## src/rtl/exc_pkg.sv

```systemverilog
package exc_pkg;

    localparam int ID_W = 3;

    typedef enum logic [ID_W-1:0] {
        EXC_RESET   = 3'd0,
        EXC_BREAK   = 3'd1,
        EXC_IBUS    = 3'd2,
        EXC_WATCH   = 3'd3,
        EXC_DBUS    = 3'd4,
        EXC_DIV0    = 3'd5,
        EXC_IRQ     = 3'd6,
        EXC_SCALL   = 3'd7
    } exc_id_e;

    typedef enum logic [1:0] {
        CSR_IE   = 2'd0,
        CSR_IP   = 2'd1,
        CSR_EBA  = 2'd2,
        CSR_DEBA = 2'd3
    } csr_sel_e;

    typedef struct packed {
        logic    valid;
        logic    is_brk;
        exc_id_e id;
    } exc_req_t;

    // Enable stack after entering a trap: old live bit is parked in its slot.
    function automatic logic [2:0] ie_on_entry(input logic [2:0] ie, input logic is_brk);
        return is_brk ? {ie[0], 2'b00} : {1'b0, ie[0], 1'b0};
    endfunction

endpackage

```

## src/rtl/exc_cause_arb.sv

```systemverilog
module exc_cause_arb
    import exc_pkg::*;
(
    input  logic     brk,
    input  logic     dbe,
    input  logic     div0,
    input  logic     scall,
    output exc_req_t req
);
    always_comb begin
        req = '{valid: 1'b0, is_brk: 1'b0, id: EXC_RESET};
        if (brk) begin
            req = '{valid: 1'b1, is_brk: 1'b1, id: EXC_BREAK};
        end else if (dbe) begin
            req = '{valid: 1'b1, is_brk: 1'b0, id: EXC_DBUS};
        end else if (div0) begin
            req = '{valid: 1'b1, is_brk: 1'b0, id: EXC_DIV0};
        end else if (scall) begin
            req = '{valid: 1'b1, is_brk: 1'b0, id: EXC_SCALL};
        end
    end
endmodule

```

## src/rtl/exc_csr_bank.sv

```systemverilog
module exc_csr_bank
    import exc_pkg::*;
#(
    parameter int XLEN      = 32,
    parameter int IRQ_W     = 32,
    parameter int BASE_LSB  = 8,
    parameter int RIDX_W    = 5,
    parameter int EA_IDX    = 30,
    parameter int BA_IDX    = 31
) (
    input  logic              clk,
    input  logic              rst,
    input  exc_req_t          req,
    input  logic              br_valid,
    input  logic [RIDX_W-1:0] br_reg,
    input  logic              csr_we,
    input  logic [1:0]        csr_sel,
    input  logic [XLEN-1:0]   csr_wdata,
    input  logic [IRQ_W-1:0]  irq_set,
    output logic [2:0]        ie,
    output logic [IRQ_W-1:0]  ip,
    output logic [XLEN-1:0]   eba,
    output logic [XLEN-1:0]   deba
);
    localparam int BASE_HI_W = XLEN - BASE_LSB;

    logic [BASE_HI_W-1:0] eba_hi, deba_hi;
    logic [2:0]           ie_nxt;
    logic [IRQ_W-1:0]     ip_clr;
    logic                 ret_ea, ret_ba;

    assign ret_ea = br_valid && (br_reg == RIDX_W'(EA_IDX));
    assign ret_ba = br_valid && (br_reg == RIDX_W'(BA_IDX));

    always_comb begin
        ie_nxt = ie;
        if (req.valid) begin
            ie_nxt = ie_on_entry(ie, req.is_brk);
        end else if (ret_ea) begin
            ie_nxt = {2'b00, ie[1]};
        end else if (ret_ba) begin
            ie_nxt = {2'b00, ie[2]};
        end else if (csr_we && csr_sel == CSR_IE) begin
            ie_nxt = csr_wdata[2:0];
        end
    end

    assign ip_clr = (csr_we && csr_sel == CSR_IP) ? csr_wdata[IRQ_W-1:0] : '0;

    always_ff @(posedge clk) begin
        if (rst) begin
            ie      <= '0;
            ip      <= '0;
            eba_hi  <= '0;
            deba_hi <= '0;
        end else begin
            ie <= ie_nxt;
            ip <= (ip & ~ip_clr) | irq_set;
            if (csr_we && csr_sel == CSR_EBA)  eba_hi  <= csr_wdata[XLEN-1:BASE_LSB];
            if (csr_we && csr_sel == CSR_DEBA) deba_hi <= csr_wdata[XLEN-1:BASE_LSB];
        end
    end

    assign eba  = {eba_hi,  {BASE_LSB{1'b0}}};
    assign deba = {deba_hi, {BASE_LSB{1'b0}}};
endmodule

```

## src/rtl/exc_vector_gen.sv

```systemverilog
module exc_vector_gen
    import exc_pkg::*;
#(
    parameter int XLEN       = 32,
    parameter int RIDX_W     = 5,
    parameter int VEC_SHIFT  = 5,
    parameter int EA_IDX     = 30,
    parameter int BA_IDX     = 31
) (
    input  logic              clk,
    input  logic              rst,
    input  exc_req_t          req,
    input  logic [XLEN-1:0]   fault_pc,
    input  logic [XLEN-1:0]   eba,
    input  logic [XLEN-1:0]   deba,
    output logic              redirect_valid,
    output logic [XLEN-1:0]   redirect_pc,
    output logic              rf_we,
    output logic [RIDX_W-1:0] rf_waddr,
    output logic [XLEN-1:0]   rf_wdata
);
    logic [XLEN-1:0] base, offset;

    assign base   = req.is_brk ? deba : eba;
    assign offset = XLEN'(req.id) << VEC_SHIFT;

    always_ff @(posedge clk) begin
        if (rst) begin
            redirect_valid <= 1'b0;
            rf_we          <= 1'b0;
            redirect_pc    <= '0;
            rf_waddr       <= '0;
            rf_wdata       <= '0;
        end else begin
            redirect_valid <= req.valid;
            rf_we          <= req.valid;
            if (req.valid) begin
                redirect_pc <= base + offset;
                rf_waddr    <= req.is_brk ? RIDX_W'(BA_IDX) : RIDX_W'(EA_IDX);
                rf_wdata    <= fault_pc;
            end
        end
    end
endmodule

```

## src/rtl/exc_entry_ctrl.sv

```systemverilog
module exc_entry_ctrl
    import exc_pkg::*;
#(
    parameter int XLEN      = 32,
    parameter int IRQ_W     = 32,
    parameter int BASE_LSB  = 8,
    parameter int VEC_SHIFT = 5,
    parameter int RIDX_W    = 5
) (
    input  logic              clk,
    input  logic              rst,
    input  logic              cause_brk,
    input  logic              cause_dbe,
    input  logic              cause_div0,
    input  logic              cause_scall,
    input  logic [XLEN-1:0]   fault_pc,
    input  logic              br_valid,
    input  logic [RIDX_W-1:0] br_reg,
    input  logic              csr_we,
    input  logic [1:0]        csr_sel,
    input  logic [XLEN-1:0]   csr_wdata,
    input  logic [IRQ_W-1:0]  irq_set,
    output logic              redirect_valid,
    output logic [XLEN-1:0]   redirect_pc,
    output logic              rf_we,
    output logic [RIDX_W-1:0] rf_waddr,
    output logic [XLEN-1:0]   rf_wdata,
    output logic [2:0]        ie_out,
    output logic [IRQ_W-1:0]  ip_out,
    output logic [XLEN-1:0]   eba_out,
    output logic [XLEN-1:0]   deba_out
);
    localparam int EA_IDX = (1 << RIDX_W) - 2;
    localparam int BA_IDX = (1 << RIDX_W) - 1;

    exc_req_t req;

    exc_cause_arb u_arb (
        .brk   (cause_brk),
        .dbe   (cause_dbe),
        .div0  (cause_div0),
        .scall (cause_scall),
        .req   (req)
    );

    exc_csr_bank #(
        .XLEN(XLEN), .IRQ_W(IRQ_W), .BASE_LSB(BASE_LSB),
        .RIDX_W(RIDX_W), .EA_IDX(EA_IDX), .BA_IDX(BA_IDX)
    ) u_csr (
        .clk       (clk),
        .rst       (rst),
        .req       (req),
        .br_valid  (br_valid),
        .br_reg    (br_reg),
        .csr_we    (csr_we),
        .csr_sel   (csr_sel),
        .csr_wdata (csr_wdata),
        .irq_set   (irq_set),
        .ie        (ie_out),
        .ip        (ip_out),
        .eba       (eba_out),
        .deba      (deba_out)
    );

    exc_vector_gen #(
        .XLEN(XLEN), .RIDX_W(RIDX_W), .VEC_SHIFT(VEC_SHIFT),
        .EA_IDX(EA_IDX), .BA_IDX(BA_IDX)
    ) u_vec (
        .clk            (clk),
        .rst            (rst),
        .req            (req),
        .fault_pc       (fault_pc),
        .eba            (eba_out),
        .deba           (deba_out),
        .redirect_valid (redirect_valid),
        .redirect_pc    (redirect_pc),
        .rf_we          (rf_we),
        .rf_waddr       (rf_waddr),
        .rf_wdata       (rf_wdata)
    );
endmodule

```

## config.mk

```make
export PLATFORM = sky130hd
export DESIGN_NAME = exc_entry_ctrl
export DESIGN_NICKNAME = d
export VERILOG_FILES = /design/src/rtl/exc_pkg.sv /design/src/rtl/exc_cause_arb.sv /design/src/rtl/exc_csr_bank.sv /design/src/rtl/exc_vector_gen.sv /design/src/rtl/exc_entry_ctrl.sv
export SDC_FILE = /design/constraint.sdc
export NUM_CORES = 1
export LEC_CHECK = 0
export ABC_CLOCK_PERIOD_IN_PS = 4000
export BUFFER_PORTS_ARGS = -buffer_cell sky130_fd_sc_hd__clkbuf_2
export CAP_MARGIN = 40
export CORE_MARGIN = 10
export CORE_UTILIZATION = 52
export CTS_CLUSTER_SIZE = 14
export DETAILED_ROUTE_END_ITERATION = 16
export PLACE_DENSITY = 0.83
export SLEW_MARGIN = 40
export SYNTH_ARGS = -nofsm -noshare
export SYNTH_HDL_FRONTEND = slang
export SYNTH_HIERARCHICAL = 1
export SYNTH_SLANG_ARGS = --single-unit
```

## constraint.sdc

```tcl
create_clock -name clk -period 4 [get_ports clk]
set_clock_uncertainty 0.1 [all_clocks]
set_input_delay 0.8 -clock clk [delete_from_list [all_inputs] [get_ports clk]]
set_output_delay 0.8 -clock clk [all_outputs]
set_load 0.01 [all_outputs]
```

==> flow_results.org <==
** Yosys
- Ys Warns :: 6
- Ranked by instance count, the synthesized netlist is headed by sky130_fd_sc_hd__nand2_1, sky130_fd_sc_hd__dfxtp_1, sky130_fd_sc_hd__nor2_1, sky130_fd_sc_hd__a21oi_1, sky130_fd_sc_hd__mux2i_1.
- Top FF cell, synth :: sky130_fd_sc_hd__dfxtp_1
- Share of synthesized area occupied by flip-flops and latches :: 44.8%
- Count leader, synth :: sky130_fd_sc_hd__nand2_1
- Synthesis inferred 150 register bits.
- Share of the synthesized area in the top cell type :: 44.8%
- In the synthesized netlist the async set-or-reset flop fraction comes to 0%.
- The cell count after synthesis came out at 781.
- Count of unique library cells instantiated by Yosys :: 62
- Yosys top cell by area :: sky130_fd_sc_hd__dfxtp_1
- Netlist Area Pre-Place :: 6700 um2
- The synthesized design contains 0 enable-type register cells.
- After synthesis, the mean cell area works out to approximately 8.6 um2.
- Dominant cells by area after synthesis :: sky130_fd_sc_hd__dfxtp_1, sky130_fd_sc_hd__mux2i_1, sky130_fd_sc_hd__nand2_1

** Routing
- The first detailed-routing pass ran for 5 iterations.
- Total via count in the routed design :: 6335
- Wire per inst :: 17.7 um
- Final routed wirelength across all metal layers :: 21.2 mm
- Average via count per standard cell :: 5.27
- Antenna-violating nets left :: 0
- For this run, design rule violations remaining after detail routing come to 0.
- After the first detailed-routing iteration, the DRC count stood at 298.

** Die
- Die area :: 17800 um2
- The floorplan has 41 rows.
- In this run the horizontal extent of the chip is 134 um.
- From bottom edge to top edge, the die measures roughly 130 um.
- Placeable core region :: approximately 13000 um2
- For this configuration, the core starts out at a cell density of a little over half.
- 281 I/O pins were placed.

** Global route
- Summed over all layers, the global routing overflow is 0.
- The via count of the first global-routing pass was 6213.
- Number of antenna violations at the first check in global routing :: 0
- Pin count of the biggest net entering global routing :: between 70 and 80
- The first global-routing pass estimated 32.8 mm of wire.
- Global routing used between 20 and 25% of the available tracks.

** Timing
- Slew at the pin closest to its max-slew limit :: 780 ps
- Total setup violations reported at the end of the flow :: 0
- Post-layout minimum cycle time :: 2340 ps
- Timing would allow up to approximately 430 MHz.
- The tightest hold path in the finished design has a slack of 352 ps.
- The number of max-slew violations in the final report was 0.
- Fin. Hold Viols :: 0
- Measured against its own limit, the worst slew margin works out to between 40% and 50%.
- In the finished design, the share of the clock period the worst path needs comes to about three fifths.
- Setup repair after global routing missed its margin :: no
- Setup total negative slack on the finished layout was measured at 0 ps.

** Power and ir drop
- Cell Pwr Density :: 431 nW/um2
- VDD sags by at most 0.367 mV.
- Logic gate share of total power :: between 10% and 20%
- Portion of total power attributed to the clock network :: 44.5%
- In this run the power spent charging and discharging nets is roughly 0.9 mW.
- The internal portion of the total power is 2.77 mW.
- Summed over all cells, the static leakage comes to 4.09 nW.
- PnR Total Power :: 3.67 mW
- Power share of the sequential group :: ~44%
- Switching Share :: approximately a quarter

** Place
- Input and output buffers added on the ports amount to about 260.
- Half-perimeter wire length of the detailed placement result :: 16.3 mm
- Gp weighted congestion :: between 0.8 and 0.9
- Area post-placement :: 7900 um2
- In this run, placement finished with an instance count of 1169.

** Critical path
- Launch instance of the worst register-to-register path :: u_csr/eba_hi[17]
- For the worst setup path, the data arrival time is 2500 ps.
- STA classifies the critical path endpoint as a flip-flop.
- Critical path start-end classification :: input pin to flip-flop
- STA classifies the critical path startpoint as an input pin.
- Along the worst path, the maximum fanout reaches 44.
- Tracing the worst setup path back leads to its startpoint at cause_brk.
- Required time of the worst setup path :: between 4000 and 5000 ps

** Layout
- The finished cells cover 8520 um2.
- Sequential cell area :: 3000 um2
- From synthesis to final layout, the design area changed by 27.1%.
- Final cell count without fillers :: 1201
- The number of antenna diodes in the final layout is 0.
- NumNets Final :: 1131
- Fraction of final layout cells with drive strength greater than 1 :: 32.1%
- The multi-input combinational cells in the finished layout cover a total of about 3300 um2.
- After filler insertion, the fill cell instance count of the layout stands at 1058.

** Status
- Run status :: finished clean

** Clock tree
- Post-CTS timing repair inserted 0 buffers for setup.
- The tree built by TritonCTS fans out to 150 sinks.
- After clock tree synthesis, the repair step resized 0 gates.
- Num CTS Buffers :: 17
- Clock root buffer master :: sky130_fd_sc_hd__clkbuf_16
- Clock-pin slew of the registers on the worst-case setup and hold paths :: around 60 ps
- Later-pin clock latency in the skew report :: 410 ps
- In this run the deepest clock path goes through 2 buffers.
- The number of hold buffers added after CTS was 0.
- CTS H-tree lvls :: 4
- Clock tree from TritonCTS :: done

** Min path
- Hold Startpoint :: u_vec/redirect_pc[29]
- Path category of the worst min-delay check :: flip-flop to flip-flop

** Run
- Max-cap violations in this run came to 0.
==> through the flow <==
stage | util (%) | setup slack, ps
4_1_cts | 67.5 | 1690
5_1_grt | 67.5 | 1530
3_5_place_dp | 62.6 | 1260
6_report | 67.5 | 1660
3_3_place_gp | 62.5 | 1280
2_1_floorplan | - | 1460
==> final cells by class <==
| class | count | share of cell area (%) |
|---|---|---|
| multi-input cells | 572 | 38.7 |
| flip-flops and latches | 150 | 35.3 |
| repair buffers | 269 | 16.0 |
| clock buffers | 21 | 5.52 |
| well taps | 172 | 2.53 |
| clock inverters | 11 | 1.75 |
| inverters | 6 | 0.264 |
==> state kept, by name, summed over array words and instances (netlist names) <==
register,count
u_csr/ip,32
u_vec/redirect_pc,32
u_vec/rf_wdata,32
u_csr/deba_hi,24
u_csr/eba_hi,24
u_csr/ie,3
u_vec/rf_waddr,2
u_vec/rf_we,1
==> cells in the final DEF, fill, tap and decap left out, drive strengths merged, types with 9 or more instances in the layout <==
| cell type | Yosys | routed |
|---|---|---|
| o21ai | 14 | 14 |
| a21oi | 88 | 88 |
| a211oi | 9 | 9 |
| nand3 | 26 | 26 |
| nand2 | 156 | 156 |
| nand3b | 10 | 10 |
| conb | 1 | 16 |
| mux2i | 60 | 60 |
| dfxtp | 150 | 150 |
| nor2 | 91 | 91 |
| mux2 | 9 | 9 |
| clkbuf | 27 | 284 |
==> metal layers <==
metal | track usage (%) | part of all wire, % | vias to the layer above
met5 | 0 | 0 | -
met4 | 7.50 | 1.7 | 0
met3 | 9.89 | 11 | 22
met2 | 37.0 | 47 | 291
met1 | 25.7 | 40 | 2894
li1 | - | - | 3128
==> power groups by stage <==
stage,sequential (mW),clock (mW),combinational [mW]
after global routing,1.63,1.73,0.455
after CTS,1.62,1.66,0.411
after floorplan,1.68,0,0.215
after global placement,1.65,0,0.400
final,1.62,1.64,0.414
after detailed placement,1.65,0,0.410
==> cell families (layout without fill, tap and decap cells) <==
family / Yosys count / after routing / share of synthesized area, %
buffers and inverters: 74 / 307 / 7.13
and+or+nand+nor: 331 / 331 / 22.5
other: 1 / 16 / 0.0559
DFF: 150 / 150 / 44.8
adders and majority gates: 4 / 4 / 0.859
muxes: 69 / 69 / 10.5
AOI/OAI and AO/OA: 143 / 143 / 13.0
xor gates and xnor gates: 9 / 9 / 1.18
==> critical path, stage by stage <==
cell,delay [ps]
sky130_fd_sc_hd__clkbuf_2,340
sky130_fd_sc_hd__buf_4,510
sky130_fd_sc_hd__buf_4,290
sky130_fd_sc_hd__nor2b_1,80
sky130_fd_sc_hd__a21o_1,170
sky130_fd_sc_hd__a21oi_1,110
sky130_fd_sc_hd__nand3b_1,120
sky130_fd_sc_hd__a21oi_1,70
==> worst paths after layout <==
path / to / slack (ps) / depth (start not counted)
max: u_vec/redirect_pc[12] / 1660 / 8
min: u_vec/redirect_pc[29] / 350 / 2
max reg2reg: u_vec/redirect_pc[25] / 2680 / 3
min reg2reg: u_vec/redirect_pc[29] / 350 / 2
(Power assumes the default switching activity.)
